**src/rtl/disp_timing_pkg.sv**
```systemverilog
package disp_timing_pkg;
   typedef enum logic [1:0] {
      PH_SYNC  = 2'd0,
      PH_BACK  = 2'd1,
      PH_ACT   = 2'd2,
      PH_FRONT = 2'd3
   } phase_e;

   localparam int POL_BITS = 5;
   localparam int POL_VS   = 0;
   localparam int POL_HS   = 1;
   localparam int POL_DE   = 2;
   localparam int POL_PIX  = 3;
   localparam int POL_CLK  = 4;
endpackage

```
**src/rtl/dtg_axis_counter.sv**
```systemverilog
module dtg_axis_counter
   import disp_timing_pkg::*;
#(
   parameter int CW = 12
) (
   input  logic          clk,
   input  logic          rst_n,
   input  logic          clr,
   input  logic          step,
   input  logic [CW-1:0] len_sync,
   input  logic [CW-1:0] len_back,
   input  logic [CW-1:0] len_act,
   input  logic [CW-1:0] len_front,
   output phase_e        phase,
   output logic [CW-1:0] count,
   output logic          phase_done,
   output logic          axis_wrap
);
   generate
      if (CW < 2 || CW > 16) begin : g_bad_cw
         $error("dtg_axis_counter: CW must lie in 2..16");
      end
   endgenerate

   logic [CW-1:0] cur_len;
   phase_e        nxt_phase;

   always_comb begin
      case (phase)
         PH_SYNC:  begin cur_len = len_sync;  nxt_phase = PH_BACK;  end
         PH_BACK:  begin cur_len = len_back;  nxt_phase = PH_ACT;   end
         PH_ACT:   begin cur_len = len_act;   nxt_phase = PH_FRONT; end
         default:  begin cur_len = len_front; nxt_phase = PH_SYNC;  end
      endcase
   end

   assign phase_done = (count >= cur_len);
   assign axis_wrap  = phase_done && (phase == PH_FRONT);

   always_ff @(posedge clk or negedge rst_n) begin
      if (!rst_n) begin
         phase <= PH_SYNC;
         count <= '0;
      end else if (clr) begin
         phase <= PH_SYNC;
         count <= '0;
      end else if (step) begin
         if (phase_done) begin
            phase <= nxt_phase;
            count <= '0;
         end else begin
            count <= count + 1'b1;
         end
      end
   end

   // every phase entry starts from a zero count
   p_phase_restart_r1: assert property (@(posedge clk) disable iff (!rst_n)
      (phase != $past(phase)) |-> (count == '0));
endmodule

```
**src/rtl/dtg_pixel_path.sv**
```systemverilog
module dtg_pixel_path #(
   parameter int PW = 24
) (
   input  logic          clk,
   input  logic          rst_n,
   input  logic          en,
   input  logic          active,
   input  logic          frame_top,
   input  logic          fifo_empty,
   input  logic [PW-1:0] fifo_data,
   output logic          fifo_pop,
   output logic [PW-1:0] pix_sel,
   output logic          underrun_evt,
   output logic          halt_fetch
);
   generate
      if (PW < 1) begin : g_bad_pw
         $error("dtg_pixel_path: PW must be positive");
      end
   endgenerate

   logic [PW-1:0] held_px;

   assign fifo_pop     = active && !halt_fetch && !fifo_empty;
   assign underrun_evt = active && !halt_fetch && fifo_empty;
   assign pix_sel      = fifo_pop ? fifo_data : held_px;

   always_ff @(posedge clk or negedge rst_n) begin
      if (!rst_n) begin
         held_px    <= '0;
         halt_fetch <= 1'b0;
      end else if (!en || frame_top) begin
         held_px    <= '0;
         halt_fetch <= 1'b0;
      end else begin
         if (fifo_pop)     held_px    <= fifo_data;
         if (underrun_evt) halt_fetch <= 1'b1;
      end
   end

   // while halted, the held pixel cannot change inside the frame
   p_hold_stable_r6: assert property (@(posedge clk) disable iff (!rst_n)
      ($past(halt_fetch) && halt_fetch) |-> $stable(held_px));
endmodule

```
**src/rtl/dtg_out_stage.sv**
```systemverilog
module dtg_out_stage
   import disp_timing_pkg::*;
#(
   parameter int PW         = 24,
   parameter bit BLANK_ZERO = 1'b1
) (
   input  logic                clk,
   input  logic                rst_n,
   input  logic [POL_BITS-1:0] pol,
   input  logic                hs_raw,
   input  logic                vs_raw,
   input  logic                de_raw,
   input  logic [PW-1:0]       pix_sel,
   input  logic                vs_evt,
   input  logic                ur_evt,
   input  logic                fs_evt,
   output logic                hsync_out,
   output logic                vsync_out,
   output logic                de_out,
   output logic [PW-1:0]       pix_out,
   output logic                pclk_invert,
   output logic                vsync_irq,
   output logic                underrun_irq,
   output logic                frame_start
);
   logic [PW-1:0] pix_raw;

   generate
      if (BLANK_ZERO) begin : g_blank
         assign pix_raw = de_raw ? pix_sel : '0;
      end else begin : g_hold
         assign pix_raw = pix_sel;
      end
   endgenerate

   always_ff @(posedge clk or negedge rst_n) begin
      if (!rst_n) begin
         hsync_out    <= 1'b0;
         vsync_out    <= 1'b0;
         de_out       <= 1'b0;
         pix_out      <= '0;
         pclk_invert  <= 1'b0;
         vsync_irq    <= 1'b0;
         underrun_irq <= 1'b0;
         frame_start  <= 1'b0;
      end else begin
         hsync_out    <= hs_raw ^ pol[POL_HS];
         vsync_out    <= vs_raw ^ pol[POL_VS];
         de_out       <= de_raw ^ pol[POL_DE];
         pix_out      <= pix_raw ^ {PW{pol[POL_PIX]}};
         pclk_invert  <= pol[POL_CLK];
         vsync_irq    <= vs_evt;
         underrun_irq <= ur_evt;
         frame_start  <= fs_evt;
      end
   end
endmodule

```
**src/rtl/disp_timing_gen.sv**
```systemverilog
module disp_timing_gen
   import disp_timing_pkg::*;
#(
   parameter int CW         = 12,
   parameter int PW         = 24,
   parameter bit BLANK_ZERO = 1'b1
) (
   input  logic                clk,
   input  logic                rst_n,
   input  logic                en,
   input  logic [POL_BITS-1:0] pol_sel,
   input  logic [CW-1:0]       h_sync_len,
   input  logic [CW-1:0]       h_back_len,
   input  logic [CW-1:0]       h_act_len,
   input  logic [CW-1:0]       h_front_len,
   input  logic [CW-1:0]       v_sync_len,
   input  logic [CW-1:0]       v_back_len,
   input  logic [CW-1:0]       v_act_len,
   input  logic [CW-1:0]       v_front_len,
   input  logic                fifo_empty,
   input  logic [PW-1:0]       fifo_data,
   output logic                fifo_pop,
   output logic                hsync_out,
   output logic                vsync_out,
   output logic                de_out,
   output logic [PW-1:0]       pix_out,
   output logic                pclk_invert,
   output logic                vsync_irq,
   output logic                underrun_irq,
   output logic                frame_start,
   output logic                fetch_halt
);
   phase_e        h_phase, v_phase;
   logic [CW-1:0] h_count, v_count;
   logic          h_done, h_wrap, v_done, v_wrap;
   logic          active, frame_top, fs_evt, ur_evt;
   logic [PW-1:0] pix_sel;

   dtg_axis_counter #(.CW(CW)) u_hcnt (
      .clk(clk), .rst_n(rst_n), .clr(!en), .step(1'b1),
      .len_sync(h_sync_len), .len_back(h_back_len),
      .len_act(h_act_len), .len_front(h_front_len),
      .phase(h_phase), .count(h_count),
      .phase_done(h_done), .axis_wrap(h_wrap)
   );

   dtg_axis_counter #(.CW(CW)) u_vcnt (
      .clk(clk), .rst_n(rst_n), .clr(!en), .step(h_wrap),
      .len_sync(v_sync_len), .len_back(v_back_len),
      .len_act(v_act_len), .len_front(v_front_len),
      .phase(v_phase), .count(v_count),
      .phase_done(v_done), .axis_wrap(v_wrap)
   );

   assign active    = en && (h_phase == PH_ACT) && (v_phase == PH_ACT);
   assign frame_top = en && (v_phase == PH_SYNC) && (v_count == '0)
                         && (h_phase == PH_SYNC) && (h_count == '0);
   assign fs_evt    = en && (v_phase == PH_SYNC) && v_done && h_wrap;

   dtg_pixel_path #(.PW(PW)) u_pix (
      .clk(clk), .rst_n(rst_n), .en(en), .active(active),
      .frame_top(frame_top), .fifo_empty(fifo_empty), .fifo_data(fifo_data),
      .fifo_pop(fifo_pop), .pix_sel(pix_sel), .underrun_evt(ur_evt),
      .halt_fetch(fetch_halt)
   );

   dtg_out_stage #(.PW(PW), .BLANK_ZERO(BLANK_ZERO)) u_out (
      .clk(clk), .rst_n(rst_n), .pol(pol_sel),
      .hs_raw(en && (h_phase == PH_SYNC)),
      .vs_raw(en && (v_phase == PH_SYNC)),
      .de_raw(active), .pix_sel(pix_sel),
      .vs_evt(frame_top), .ur_evt(ur_evt), .fs_evt(fs_evt),
      .hsync_out(hsync_out), .vsync_out(vsync_out), .de_out(de_out),
      .pix_out(pix_out), .pclk_invert(pclk_invert),
      .vsync_irq(vsync_irq), .underrun_irq(underrun_irq),
      .frame_start(frame_start)
   );

   // pops only happen inside the active region of both axes
   p_pop_active_r3: assert property (@(posedge clk) disable iff (!rst_n)
      fifo_pop |-> (h_phase == PH_ACT && v_phase == PH_ACT));
   // the underrun event and the fetch halt appear together
   p_ur_halts_r5: assert property (@(posedge clk) disable iff (!rst_n)
      underrun_irq |-> fetch_halt);
   p_halt_cause_r5: assert property (@(posedge clk) disable iff (!rst_n)
      $rose(fetch_halt) |-> underrun_irq);
   // vertical sync start leaves no underrun state behind
   p_vs_clears_r7: assert property (@(posedge clk) disable iff (!rst_n)
      vsync_irq |-> !fetch_halt);
   // frame start is a single-clock pulse
   p_fs_single_r8: assert property (@(posedge clk) disable iff (!rst_n)
      frame_start |=> !frame_start);
   // nothing is signalled while disabled
   p_idle_quiet_r9: assert property (@(posedge clk) disable iff (!rst_n)
      !en |=> (!vsync_irq && !underrun_irq && !frame_start && !fetch_halt));
endmodule

```
**config.mk**
```make
export PLATFORM = sky130hd
export DESIGN_NAME = disp_timing_gen
export DESIGN_NICKNAME = d
export VERILOG_FILES = /design/src/rtl/disp_timing_pkg.sv /design/src/rtl/dtg_axis_counter.sv /design/src/rtl/dtg_pixel_path.sv /design/src/rtl/dtg_out_stage.sv /design/src/rtl/disp_timing_gen.sv
export SDC_FILE = /design/constraint.sdc
export NUM_CORES = 1
export LEC_CHECK = 0
export CAP_MARGIN = 20
export CORE_ASPECT_RATIO = 0.9
export CORE_MARGIN = 2
export CORE_UTILIZATION = 46
export DETAILED_ROUTE_END_ITERATION = 8
export PLACE_DENSITY = 0.8
export RECOVER_POWER = 50
export SLEW_MARGIN = 20
export SYNTH_ARGS = -nofsm -noshare
export SYNTH_HDL_FRONTEND = slang
export SYNTH_SLANG_ARGS = --single-unit
```
**constraint.sdc**
```tcl
create_clock -name clk -period 3.2 [get_ports clk]
set_input_delay 0.96 -clock clk [delete_from_list [all_inputs] [get_ports clk]]
set_output_delay 0.96 -clock clk [all_outputs]
set_load 0.01 [all_outputs]
```
# After elaboration in Yosys (flattened, before gate mapping)
# Index checks and enable logic that the tools add are counted.
[classes]
n_addsub = 2
n_lt_le_gt_ge = 2
n_eq_ne = 8
muxes = 19
bitwise = 4
n_reduce_logical = 23
[op_table]
columns = ["cell", "count"]
rows = [
  ["two-way mux 24 bit", 3],
  ["case mux 12 bit (3 select lines)", 2],
  ["two-way mux 12 bit", 5],
  ["adder 12 x 1 -> 12 bit (second input constant)", 2],
  ["greater-or-equal comparator 12 bit", 2],
  ["logical NOT 12 bit", 2],
  ["XOR 24 bit", 1],
  ["logical AND 1 bit", 13],
  ["case mux 2 bit (3 select lines)", 2],
  ["two-way mux 2 bit", 5],
  ["equality test 2 bit (second input constant)", 3],
  ["inequality test 2 x 1 -> 1 bit (second input constant)", 3],
  ["equality test 2 x 1 -> 1 bit (second input constant)", 2],
  ["logical NOT 2 bit", 2],
  ["logical NOT 1 bit", 3],
  ["XOR 1 bit", 3],
  ["two-way mux 1 bit", 2],
  ["AND reduction 2 bit", 1],
  ["nonzero test 2 bit", 1],
  ["logical OR 1 bit", 1],
]
[word_totals]
in_bits = 129
elab_cells = 72
ff_bits = 84
out_inout_bits = 33

# Depth between registers and ports, before layout
[depth]
word_depth = 8
depth_mapped = 14
ltp_nobuf = 12

# Cells and area by module
# From an unflattened synthesis, not the netlist that was laid out.
[unflattened]
hier_cells = 551
area_unflattened_um2 = 5667.9
[by_module_without_submodules]
columns = ["mod", "area_per_inst_um2", "cells_per_inst", "n_inst"]
rows = [
  ["dtg_axis_counter", 1321.3, 153, 2],
  ["dtg_pixel_path", 1615.3, 140, 1],
  ["dtg_out_stage", 1286.2, 88, 1],
  ["disp_timing_gen", 123.9, 17, 1],
]

# Worst setup path after synthesis
# OpenSTA, ideal clock, no wires.
[synth_timing]
path_type = "in2reg"
startpoint = "input h_act_len[2]"
endpoint = "register u_hcnt.count[10]"
required_ns = 3.128
t_arrival_ns = 2.970
stages = 11
setup_ns = 0.072
path_buffers = 1
slack_ns = 0.157
cell_sequence = "a222oi_1 -> nand2_1 -> o21ai_0 -> ha_1 -> a21o_1 -> a31oi_1 -> o21ai_1 -> a2111oi_2 -> nand2_1 -> clkbuf_1 -> nor2_1"
[synth_via]
elab_chain_len = 4
[synth_lines]
columns = ["element", "line_no", "source"]
rows = [
  ["start, declared", "disp_timing_gen.sv:14", "input logic [CW-1:0] h_act_len,"],
  ["case mux 12 bit (3 select lines)", "dtg_axis_counter.sv:29", "case (phase)"],
  ["greater-or-equal comparator 12 bit", "dtg_axis_counter.sv:37", "assign phase_done = (count >= cur_len);"],
  ["two-way mux 12 bit", "dtg_axis_counter.sv:48", "if (phase_done) begin"],
  ["two-way mux 12 bit", "dtg_axis_counter.sv:44", "end else if (clr) begin"],
  ["end signal, assigned", "dtg_axis_counter.sv:52", "count <= count + 1'b1;"],
  ["end, declared", "dtg_axis_counter.sv:15", "output logic [CW-1:0] count,"],
]
# Every way passes these cells.
# A chain may end at the register's enable or synchronous reset.

# Final worst setup path
[layout_timing]
startpoint = "input h_back_len[4]"
endpoint = "register u_hcnt.phase[1]"
[layout_via]
elab_chain_len = 3
[layout_lines]
columns = ["element", "line_no", "source"]
rows = [
  ["start, declared", "disp_timing_gen.sv:13", "input logic [CW-1:0] h_back_len,"],
  ["case mux 12 bit (3 select lines)", "dtg_axis_counter.sv:29", ""],
  ["greater-or-equal comparator 12 bit", "dtg_axis_counter.sv:37", ""],
  ["inequality test 2 x 1 -> 1 bit (no source line)", "n/a", ""],
  ["end signal, assigned", "dtg_axis_counter.sv:49", "phase <= nxt_phase;"],
  ["end, declared", "dtg_axis_counter.sv:14", "output phase_e phase,"],
]
# Every way passes these cells.

==> summary.md <==
| Metric | Value |
|---|---|
| Layout Cells excl Fill | 801 |
| CTS Buffer Depth | 2 |
| Adder-Cell Fraction of Synth Area | a little under a tenth |
| RSZ-0062 raised after global routing | yes |
| Post-synth ARST share | 100% |
| DRC violations left | 0 |
| Largest net degree at the start of global routing | between 80 and 90 |
| Tot GR Track Use | 23.3% |
| IO Port Bufs | about 160 |
| Vias | 4507 |
| Synth unique cells | 49 |
| IO Count | between 150 and 200 |
| Setup Skew | 0.00760 ns |
| HPWL Detailed | 9700 um |
| Largest family of logic cells by synthesized area | simple AND/OR/NAND/NOR gates |
| Final nets | around 830 |
| DRT antenna net count | 0 |
| Register area share after synthesis | 43.4% |
| Die Y | 101 um |
| Compound-cell area share of the yosys netlist | ~13% |
| Simple-gate portion of the synthesized area | between 15 and 20% |
| CTS Sinks | 84 |
| Predominant post-synthesis flop cell | dfrtp_1 |
| Final hold violation count | 0 |
| Switching share of power | between 20 and 25% |
| First-pass GRT wire length | 21500 um |
| Share of layout cells above drive strength 1 | 12.1% |
| Filler Cell Count | 768 |
| Fmax | roughly 310 MHz |
| Violated checks | capacitance limit, slew limit |
| H-tree Lvls | 3 |
| GPL Wtd Cong | around 0.88 |
| Part of the power in combinational logic | 14.8% |
| Clock buffer count from CTS | 9 |
| Outcome | finished, violations left |
| Worst IR Drop VDD | 258 uV |
| Lkg Pwr | about 3.2 nW |
| Hold WC Path Type | flop to flop |
| CP Max Fanout | 3 |
| Synthesized area | 4850 um2 |
| Gate Count Post-Synth | 496 |
| GRT Residual Overflow | 0 |
| R2r setup slk | 0.09 ns |
| Die Span X | 112 um |
| Synth Area in XOR/XNOR | 6.87% |
| Count of final setup violators | 0 |
| Layout area overhead | 47.3% |
| Initial core utilization | 47.3% |
| Syn. warnings | 0 |
| CTS tree | built |
| WL per Instance | 16.8 um |
| Initial antenna violation count | 0 |
| Multiplexer share of the synthesized area | 5.58% |
| CP Data Required Time | 3.41 ns |
| Crit Path Class | input pin to flop |
| Clock Latency Late Sink | 0.33 ns |
| DRT Pass-1 Iters | 8 |
| Final period util | 99.7% |
| Clock slew seen by the registers of the worst setup and hold paths | 0.06 ns |
| Core ar. | 10200 um2 |
| Max-cap viol count | 1 |
| Post-synth EDFFs | 0 |
| FP Rows | 35 |
| Startpoint Class | input pin |
| Via-per-instance ratio | 5.63 |
| Vias in the first global route | 4490 |
| Post-route total power | about 2.4 mW |
| Initial DRC count | 420 |
| Number of diodes | 0 |
| Seq cells post-synth | 84 |
| Fin util | 69.6% |
| Worst setup EP type | flop |
| Fin. max-slew vios | 85 |
| Synthesized net count | roughly 660 |
| P per Cell Area | roughly 340 nW/um2 |
| Crit path arrival time | 3.40 ns |
| Area after DPL | 6640 um2 |
| Placed insts | 781 |
| Reg power frac | 45.0% |
| Slew headroom | -37.5% |
| Root Buffer | clkbuf_16 |
| Avg Cell Area, Syn | 9.77 um2 |
| Net switching power | between 0.5 and 0.6 mW |
| Total routed wirelength | 13500 um |
| Worst Tran Pin Value | between 2 and 2.5 ns |
| P_int | 1.84 mW |
| Setup tns final | 0 ns |
| Clock network power share | 40.2% |
| Final Cell Area | around 7100 um2 |
| Die ar. | roughly 11000 um2 |
| Minimum clock period | 3.19 ns |
-- metal layers --
metal / share of wire (%) / routed length [um] / track usage (%) / vias up
met5: 0 / 0 / 0 / -
met4: 2.0 / 272 / 7.79 / 0
met3: 7.6 / 1030 / 5.09 / 35
met2: 49 / 6640 / 39.3 / 223
met1: 41 / 5520 / 30.0 / 2141
li1: - / - / - / 2108
-- stage by stage --
step,hold slack [ns],worst slack (ns)
3_3_place_gp,0.488,-0.275
4_1_cts,0.517,0.00462
6_report,0.518,0.0107
2_1_floorplan,0.468,0.157
5_1_grt,0.555,-0.111
3_5_place_dp,0.508,-0.330
-- cell usage in the layout, fill, tap and decap left out, drive strengths merged, types with 12 or more instances in the layout --
cell / instances
mux2i: 27
o21ai: 26
buf: 27
nand3: 12
inv: 14
xor2: 30
dfrtp: 84
a21oi: 13
clkdlybuf4s50: 151
a222oi: 24
nand2: 55
ha: 37
nor2: 76
-- power by group through the flow --
stage	Combinational [mW]	Clock (mW)	Sequential, mW
after detailed placement	0.352	0	1.12
after global placement	0.344	0	1.12
after global routing	0.389	1.05	1.10
final	0.360	0.982	1.10
after floorplan	0.101	0	1.13
after CTS	0.353	1.01	1.10
-- final timing paths --
check                      depth (start not counted)                   startpoint                           to
min in group asynchronous                          1                        rst_n   u_pix.held_px[9]$_DFF_PN0_
max in group asynchronous                          1                        rst_n  u_out.frame_start$_DFF_PN0_
setup reg to reg                                  13  u_hcnt.phase[1]$_DFFE_PN0P_  u_hcnt.phase[1]$_DFFE_PN0P_
setup / recovery                                  12                h_back_len[4]  u_hcnt.phase[1]$_DFFE_PN0P_
hold reg to reg                                    1    u_hcnt.count[0]$_DFF_PN0_    u_hcnt.count[0]$_DFF_PN0_
hold / removal                                     1    u_hcnt.count[0]$_DFF_PN0_    u_hcnt.count[0]$_DFF_PN0_
-- cells by family (layout without fill, tap and decap cells) --
family                     Yosys count  count (layout)
and+or+nand+nor                    181             181
AOI/OAI and AO/OA                   89              89
DFF                                 84              84
buffers and inverters               40             216
xor gates and xnor gates            38              38
adders and majority gates           37              37
muxes                               27              27
-- final cells by class --
cell class,instances,area [um2],area share [%]
tap,129,161,2.26
sequential,84,2100,29.5
clock buffer,9,225,3.16
inverter,12,48.8,0.684
timing repair buffer,188,1840,25.7
multi-input combinational,372,2710,37.9
clock inverter,7,57.6,0.806
-- flip-flops by register name, summed over array words and instances, names as in the netlist --
signal,flops
u_vcnt.phase,2
u_out.underrun_irq,1
u_hcnt.phase,2
u_out.de_out,1
u_pix.held_px,24
u_hcnt.count,12
u_out.vsync_out,1
u_out.hsync_out,1
u_pix.halt_fetch,1
u_out.vsync_irq,1
u_out.frame_start,1
u_out.pix_out,24
u_vcnt.count,12
u_out.pclk_invert,1
-- repair_timing --
action                     4_1_cts  5_1_grt
setup endpoints to repair        1       28
hold buffers                     0        0
pin swaps                        0       32
resized for setup                3       50
setup buffers                    0        4
-- worst max-delay path: stages --
cell             delay [ns]
clkdlybuf4s50_1        0.40
a222oi_1               0.28
nand2_1                0.09
o21ai_1                0.09
ha_1                   0.26
a21o_1                 0.20
a21oi_2                0.18
o21ai_2                0.12
a2111oi_4              0.39
buf_4                  0.19
mux2i_1                0.18
nor2_1                 0.06
-- synthesized netlist by cell type (2+ instances only) --
master / number / area share [%]
nand2b_1: 4 / 0.52
and3_1: 9 / 1.2
nand4_1: 6 / 0.77
inv_1: 12 / 0.93
ha_1: 37 / 9.6
clkbuf_1: 19 / 1.5
o41ai_1: 2 / 0.36
a21oi_1: 12 / 1.2
mux2i_1: 27 / 5.6
nand2_1: 55 / 4.3
a2bb2oi_1: 2 / 0.36
buf_4: 2 / 0.31
nor4_1: 2 / 0.26
o21ai_0: 25 / 2.6
a31oi_1: 3 / 0.39
or4_1: 2 / 0.31
dfrtp_1: 84 / 43
buf_1: 3 / 0.23
a222oi_1: 24 / 5.0
o221ai_1: 6 / 1.1
nand3b_1: 5 / 0.77
a21o_1: 3 / 0.46
buf_12: 2 / 0.83
nor2_1: 76 / 5.9
nand3_1: 11 / 1.1
xnor2_1: 8 / 1.4
o22ai_1: 3 / 0.39
xor2_1: 30 / 5.4
or3_1: 2 / 0.26
Power figures use the tool's default switching activity.
